[src/rtl/pso_pkg.sv]
package pso_pkg;
  typedef enum logic [1:0] {
    ACT_HOLD  = 2'd0,
    ACT_LOAD  = 2'd1,
    ACT_SHIFT = 2'd2
  } pso_act_e;

  // Load has priority over a detected shift edge.
  function automatic pso_act_e pick_action(input logic load_n, input logic edge_evt);
    if (!load_n)       return ACT_LOAD;
    else if (edge_evt) return ACT_SHIFT;
    else               return ACT_HOLD;
  endfunction
endpackage

[src/rtl/pso_sync.sv]
module pso_sync #(
  parameter int unsigned DEPTH = 2
) (
  input  logic clk,
  input  logic rst_n,
  input  logic d_in,
  output logic q_sync
);
  logic [DEPTH-1:0] chain_q;

  genvar g;
  generate
    for (g = 0; g < DEPTH; g++) begin : g_stage
      if (g == 0) begin : g_first
        always_ff @(posedge clk) begin
          if (!rst_n) chain_q[0] <= 1'b0;
          else        chain_q[0] <= d_in;
        end
      end else begin : g_rest
        always_ff @(posedge clk) begin
          if (!rst_n) chain_q[g] <= 1'b0;
          else        chain_q[g] <= chain_q[g-1];
        end
      end
    end
  endgenerate

  assign q_sync = chain_q[DEPTH-1];
endmodule

[src/rtl/pso_edge.sv]
module pso_edge #(
  parameter int unsigned SYNC_DEPTH = 2
) (
  input  logic clk,
  input  logic rst_n,
  input  logic sclk_in,
  input  logic inh_in,
  output logic edge_evt
);
  logic sclk_s;
  logic inh_s;
  logic or_now;
  logic or_prev_q;

  pso_sync #(.DEPTH(SYNC_DEPTH)) u_sync_sclk (
    .clk(clk), .rst_n(rst_n), .d_in(sclk_in), .q_sync(sclk_s)
  );
  pso_sync #(.DEPTH(SYNC_DEPTH)) u_sync_inh (
    .clk(clk), .rst_n(rst_n), .d_in(inh_in), .q_sync(inh_s)
  );

  // A high level on either line masks the other, so only the OR can rise.
  assign or_now = sclk_s | inh_s;

  always_ff @(posedge clk) begin
    if (!rst_n) or_prev_q <= 1'b0;
    else        or_prev_q <= or_now;
  end

  assign edge_evt = or_now & ~or_prev_q;
endmodule

[src/rtl/pso_stages.sv]
module pso_stages
  import pso_pkg::*;
#(
  parameter int unsigned WIDTH = 8
) (
  input  logic             clk,
  input  logic             rst_n,
  input  pso_act_e         act,
  input  logic [WIDTH-1:0] par_in,
  input  logic             ser_in,
  output logic [WIDTH-1:0] stages
);
  localparam int unsigned LAST = WIDTH - 1;

  function automatic logic [WIDTH-1:0] shift_in(input logic [WIDTH-1:0] cur, input logic s);
    return {cur[LAST-1:0], s};
  endfunction

  logic [WIDTH-1:0] stages_q;

  always_ff @(posedge clk) begin
    if (!rst_n) begin
      stages_q <= '0;
    end else begin
      unique case (act)
        ACT_LOAD:  stages_q <= par_in;
        ACT_SHIFT: stages_q <= shift_in(stages_q, ser_in);
        default:   stages_q <= stages_q;
      endcase
    end
  end

  assign stages = stages_q;
endmodule

[src/rtl/pso_shifter.sv]
module pso_shifter
  import pso_pkg::*;
#(
  parameter int unsigned WIDTH      = 8,
  parameter int unsigned SYNC_DEPTH = 2
) (
  input  logic             clk,
  input  logic             rst_n,
  input  logic             load_n,
  input  logic [WIDTH-1:0] par_in,
  input  logic             ser_in,
  input  logic             sclk_in,
  input  logic             inh_in,
  output logic             q_out,
  output logic             q_out_n
);
  localparam int unsigned LAST = WIDTH - 1;

  logic             edge_evt;
  logic             shift_evt;
  logic             load_evt;
  pso_act_e         act;
  logic [WIDTH-1:0] stages;

  pso_edge #(.SYNC_DEPTH(SYNC_DEPTH)) u_edge (
    .clk(clk), .rst_n(rst_n), .sclk_in(sclk_in), .inh_in(inh_in), .edge_evt(edge_evt)
  );

  assign act       = pick_action(load_n, edge_evt);
  assign shift_evt = (act == ACT_SHIFT);
  assign load_evt  = (act == ACT_LOAD);

  pso_stages #(.WIDTH(WIDTH)) u_stages (
    .clk(clk), .rst_n(rst_n), .act(act), .par_in(par_in), .ser_in(ser_in), .stages(stages)
  );

  assign q_out   = stages[LAST];
  assign q_out_n = ~stages[LAST];

  AST_LOAD_COPIES: assert property (@(posedge clk) disable iff (!rst_n)
    !load_n |=> stages == $past(par_in)) else $error("load mismatch");

  AST_IDLE_HOLDS: assert property (@(posedge clk) disable iff (!rst_n)
    (load_n && !shift_evt) |=> $stable(stages)) else $error("idle change");

  AST_SHIFT_ORDER: assert property (@(posedge clk) disable iff (!rst_n)
    shift_evt |=> (stages[0] == $past(ser_in)) && (stages[LAST] == $past(stages[LAST-1])))
    else $error("shift order");

  AST_LOAD_WINS: assert property (@(posedge clk) disable iff (!rst_n)
    (edge_evt && !load_n) |=> q_out == $past(par_in[LAST])) else $error("load lost");

  AST_OUT_COMPL: assert property (@(posedge clk) disable iff (!rst_n)
    q_out != q_out_n) else $error("outputs not complementary");
endmodule

[config.mk]
export PLATFORM = sky130hd
export DESIGN_NAME = pso_shifter
export DESIGN_NICKNAME = d
export VERILOG_FILES = /design/src/rtl/pso_pkg.sv /design/src/rtl/pso_sync.sv /design/src/rtl/pso_edge.sv /design/src/rtl/pso_stages.sv /design/src/rtl/pso_shifter.sv
export SDC_FILE = /design/constraint.sdc
export NUM_CORES = 1
export LEC_CHECK = 0
export ABC_CLOCK_PERIOD_IN_PS = 4000
export BUFFER_PORTS_ARGS = -buffer_cell sky130_fd_sc_hd__buf_2
export CORE_AREA = 2 2 39 41
export CTS_CLUSTER_SIZE = 25
export DETAILED_ROUTE_END_ITERATION = 6
export DIE_AREA = 0 0 41 43
export PLACE_DENSITY = 0.69
export SKIP_CTS_REPAIR_TIMING = 1
export SLEW_MARGIN = 20
export SYNTH_ARGS = -nofsm -noshare
export SYNTH_HDL_FRONTEND = slang
export SYNTH_HIERARCHICAL = 1
export SYNTH_SLANG_ARGS = --single-unit
[constraint.sdc]
create_clock -name clk -period 4 [get_ports clk]
set_input_delay 0.2 -clock clk [delete_from_list [all_inputs] [get_ports clk]]
set_output_delay 0.2 -clock clk [all_outputs]
set_load 0.05 [all_outputs]
==> summary.md <==
| Metric | Value |
|---|---|
| Outcome | `completed` |
| Initial Utilization | `between 40 and 50%` |
| Gr usage total | `a little over an eighth` |
| Setup crit end kind | `flip-flop` |
| Routed wire per std cell | `11.3 um` |
| RR Endpoint | `u_stages/stages[0]$_SDFFE_PN0P_` |
| Hold EP | `u_edge/u_sync_sclk/chain_q[0]$_SDFF_PN0_` |
| Commonest non-fill, non-tap cell in the layout | `buf_2` |
| Final count of hold timing violations | `0` |
| CTS Buf Count | `3` |
| GPL Wtd Cong | `0.573` |
| Fin Setup TNS | `0 ps` |
| Placed Instance Area | `688 um2` |
| Worst slew pin tran | `505 ps` |
| Global-route wire length before repair | `between 1000 and 1500 um` |
| Fill count | `134` |
| Clk pwr share | `29.1%` |
| Post-route design area | `714 um2` |
| Share of layout cells above drive strength 1 | `38.8%` |
| Syn Nets | `66` |
| H-tree depth | `1` |
| Final nets | `83` |
| Min-delay src | `sclk_in` |
| Commonest non-fill, non-tap cells in the layout | `15 x buf_2, 13 x dfxtp_1, 8 x mux2_4, 8 x or2b_1, 8 x o211a_1` |
| CTS tree | `built` |
| Number of cells on the worst reg-to-reg path | `5` |
| Number of global-route vias before repair | `approximately 400` |
| Vias per cell | `approximately 4.9` |
| Yosys reg bits | `13` |
| Max-slew violation count | `0` |
| Setup violators final | `0` |
| Worst-path clk slew | `80 ps` |
| Total Die Area | `between 0.0015 and 0.002 mm2` |
| Final period util | `43.3%` |
| Post-synthesis cell type count | `12` |
| Cell breakdown of the critical path | `o21ba_1 -> and2_1 -> ha_1 -> mux2_4 -> o211a_1` |
| Die width | `41 um` |
| Worst hold path cell count | `2` |
| Cell taking the most area after synthesis | `dfxtp_1` |
| Arr. time, crit path | `1910 ps` |
| Slowest CP cell | `ha_1` |
| Total power | `~270 uW` |
| Critical path peak fanout | `8` |
| Critical path startpoint category | `flip-flop` |
| Global route overflow | `0` |
| Drt total wl | `941 um` |
| Core Rows | `14` |
| WP data required | `~4200 ps` |
| Avg Inst Size Synth | `12.0 um2` |
| # port buffers | `15` |
| Worst Clk Skew | `approximately 9.7 ps` |
| RSZ-0062 raised after global routing | `false` |
| Sequential cell area | `260 um2` |
| Area occupied by multi-input gates | `~320 um2` |
| Sw power | `67.8 uW` |
| Top Ports | `16` |
| RR Startpoint | `u_edge/or_prev_q$_SDFF_PN0_` |
| Comb pwr share | `between 10% and 20%` |
| HP Class | `primary input to flip-flop` |
| Post-Place Cells | `79` |
| VDD IR-drop max | `157 uV` |
| 1st-iter DRT viols | `3` |
| Flop2flop setup slack | `2270 ps` |
| Power Internal | `between 200 and 250 uW` |
| CTS root buf | `clkbuf_4` |
| Switch share | `24.8%` |
| PwrDens | `383 mW/mm2` |
| CP max stage delay | `470 ps` |
| Antenna violations before repair | `0` |
| Yosys top cell area share | `42.4%` |
| Routed Antenna Nets | `0` |
| Sequential share of the synthesized area | `42.4%` |
| Maxcap violations | `0` |
| Synth Instances | `~50` |
| P_leak | `0.404 nW` |
| Flop pwr share | `52.5%` |
| First drt pass iteration count | `4` |
| DR DRC count | `0` |
| Core region area | `roughly 0.0014 mm2` |
| Top cells by area, synth | `dfxtp_1 42%, mux2_4 20%, o211a_1 13%, or2b_1 9.8%, and2_1 5.1%` |
| Routed via count | `407` |
| Max clock buf depth | `2` |
| Worst-Skew Late Latency | `270 ps` |
| YS warnings | `6` |
| Final Instance Count excl. Fillers | `83` |
| Largest net degree at the start of global routing | `17` |
| Die Ht | `43 um` |
| ANT cells | `0` |
| Crit path time final | `1730 ps` |
| Layout area overhead | `16.5%` |
| Final HPWL DP | `669 um` |
| Clk sinks | `13` |
| Syn Std Cell Area | `around 600 um2` |
| Relative slew slack | `66.3%` |
| F_max | `577 MHz` |
| Worst Path Class, Setup | `flip-flop to flip-flop` |
==> Yosys cell counts (all sizes together) <==
master / count
o21ba: 1
ha: 1
or2b: 8
o21a: 1
and2: 5
buf: 3
o211a: 8
inv: 3
dfxtp: 13
mux2: 8
==> final cells by class <==
class | instances | area share [%]
clock buffers | 4 | 3.68
inverters | 3 | 1.58
multi-input cells | 32 | 45.0
flip-flops and latches | 13 | 36.4
well taps | 16 | 2.80
repair buffers | 15 | 10.5
==> power by group through the flow <==
| stage | registers (mW) | logic, mW | clock network (mW) |
|---|---|---|---|
| 2_1_floorplan | 0.149 | 0.0356 | 0 |
| 3_3_place_gp | 0.147 | 0.0489 | 0 |
| 3_5_place_dp | 0.147 | 0.0503 | 0 |
| 4_1_cts | 0.144 | 0.0506 | 0.0842 |
| 5_1_grt | 0.145 | 0.0547 | 0.0889 |
| 6_report | 0.144 | 0.0503 | 0.0797 |
==> registers in the layout, summed over array words and instances, names as in the netlist <==
signal,flops
u_edge/u_sync_sclk/chain_q,1
u_edge/u_sync_sclk/q_sync,1
u_edge/u_sync_inh/q_sync,1
u_edge/or_prev_q,1
u_edge/u_sync_inh/chain_q,1
u_stages/stages,8
==> worst max-delay path by stage <==
| stage | to | start | slack, ps | depth (start not counted) |
|---|---|---|---|---|
| CTS | u_stages/stages[0]$_SDFFE_PN0P_ | u_edge/or_prev_q$_SDFF_PN0_ | 2240 | 5 |
| global route | u_stages/stages[1]$_SDFFE_PN0P_ | u_edge/or_prev_q$_SDFF_PN0_ | 2200 | 5 |
| global placement | u_stages/stages[0]$_SDFFE_PN0P_ | u_edge/or_prev_q$_SDFF_PN0_ | 2300 | 5 |
| floorplan | u_stages/stages[1]$_SDFFE_PN0P_ | u_edge/u_sync_inh/q_sync$_SDFF_PN0_ | 2460 | 6 |
| finish | u_stages/stages[0]$_SDFFE_PN0P_ | u_edge/or_prev_q$_SDFF_PN0_ | 2270 | 5 |
| detailed placement | u_stages/stages[0]$_SDFFE_PN0P_ | u_edge/or_prev_q$_SDFF_PN0_ | 2230 | 5 |
==> critical path, delay by kind of cell (launching register included) <==
| family | cells | cell delay, ps |
|---|---|---|
| AOI/OAI and AO/OA | 2 | 400 |
| adders and majority gates | 1 | 470 |
| DFF | 1 | 300 |
| muxes | 1 | 340 |
| and+or+nand+nor | 1 | 130 |
==> kinds of logic (layout without fill, tap and decap cells) <==
group / Yosys count / count (layout) / share of synthesized area, %
flops: 13 / 13 / 42.4
buf+inv: 6 / 22 / 5.10
mux: 8 / 8 / 19.6
compound gates: 10 / 10 / 15.9
fa+ha+maj: 1 / 1 / 2.04
simple gates: 13 / 13 / 14.9
==> through the flow <==
| step | utilization (%) | hold slack [ps] | setup WS (ps) |
|---|---|---|---|
| 2_1_floorplan | - | 317 | 2460 |
| 3_3_place_gp | 49.7 | 401 | 2300 |
| 3_5_place_dp | 49.7 | 408 | 2230 |
| 4_1_cts | 51.6 | 123 | 2240 |
| 5_1_grt | 51.6 | 139 | 2200 |
| 6_report | 51.6 | 136 | 2270 |
==> metal layers <==
metal  share of wire [%]  vias up  global-route usage, %  wire, um
li1                    -      205                      -         -
met1                  43      190                   12.5       407
met5                   0        -                      0         0
met2                  50       10                   20.6       473
met3                 5.1        2                   3.66        48
met4                 1.3        0                   12.0        12
No activity file was read; power rests on OpenSTA's default activity.
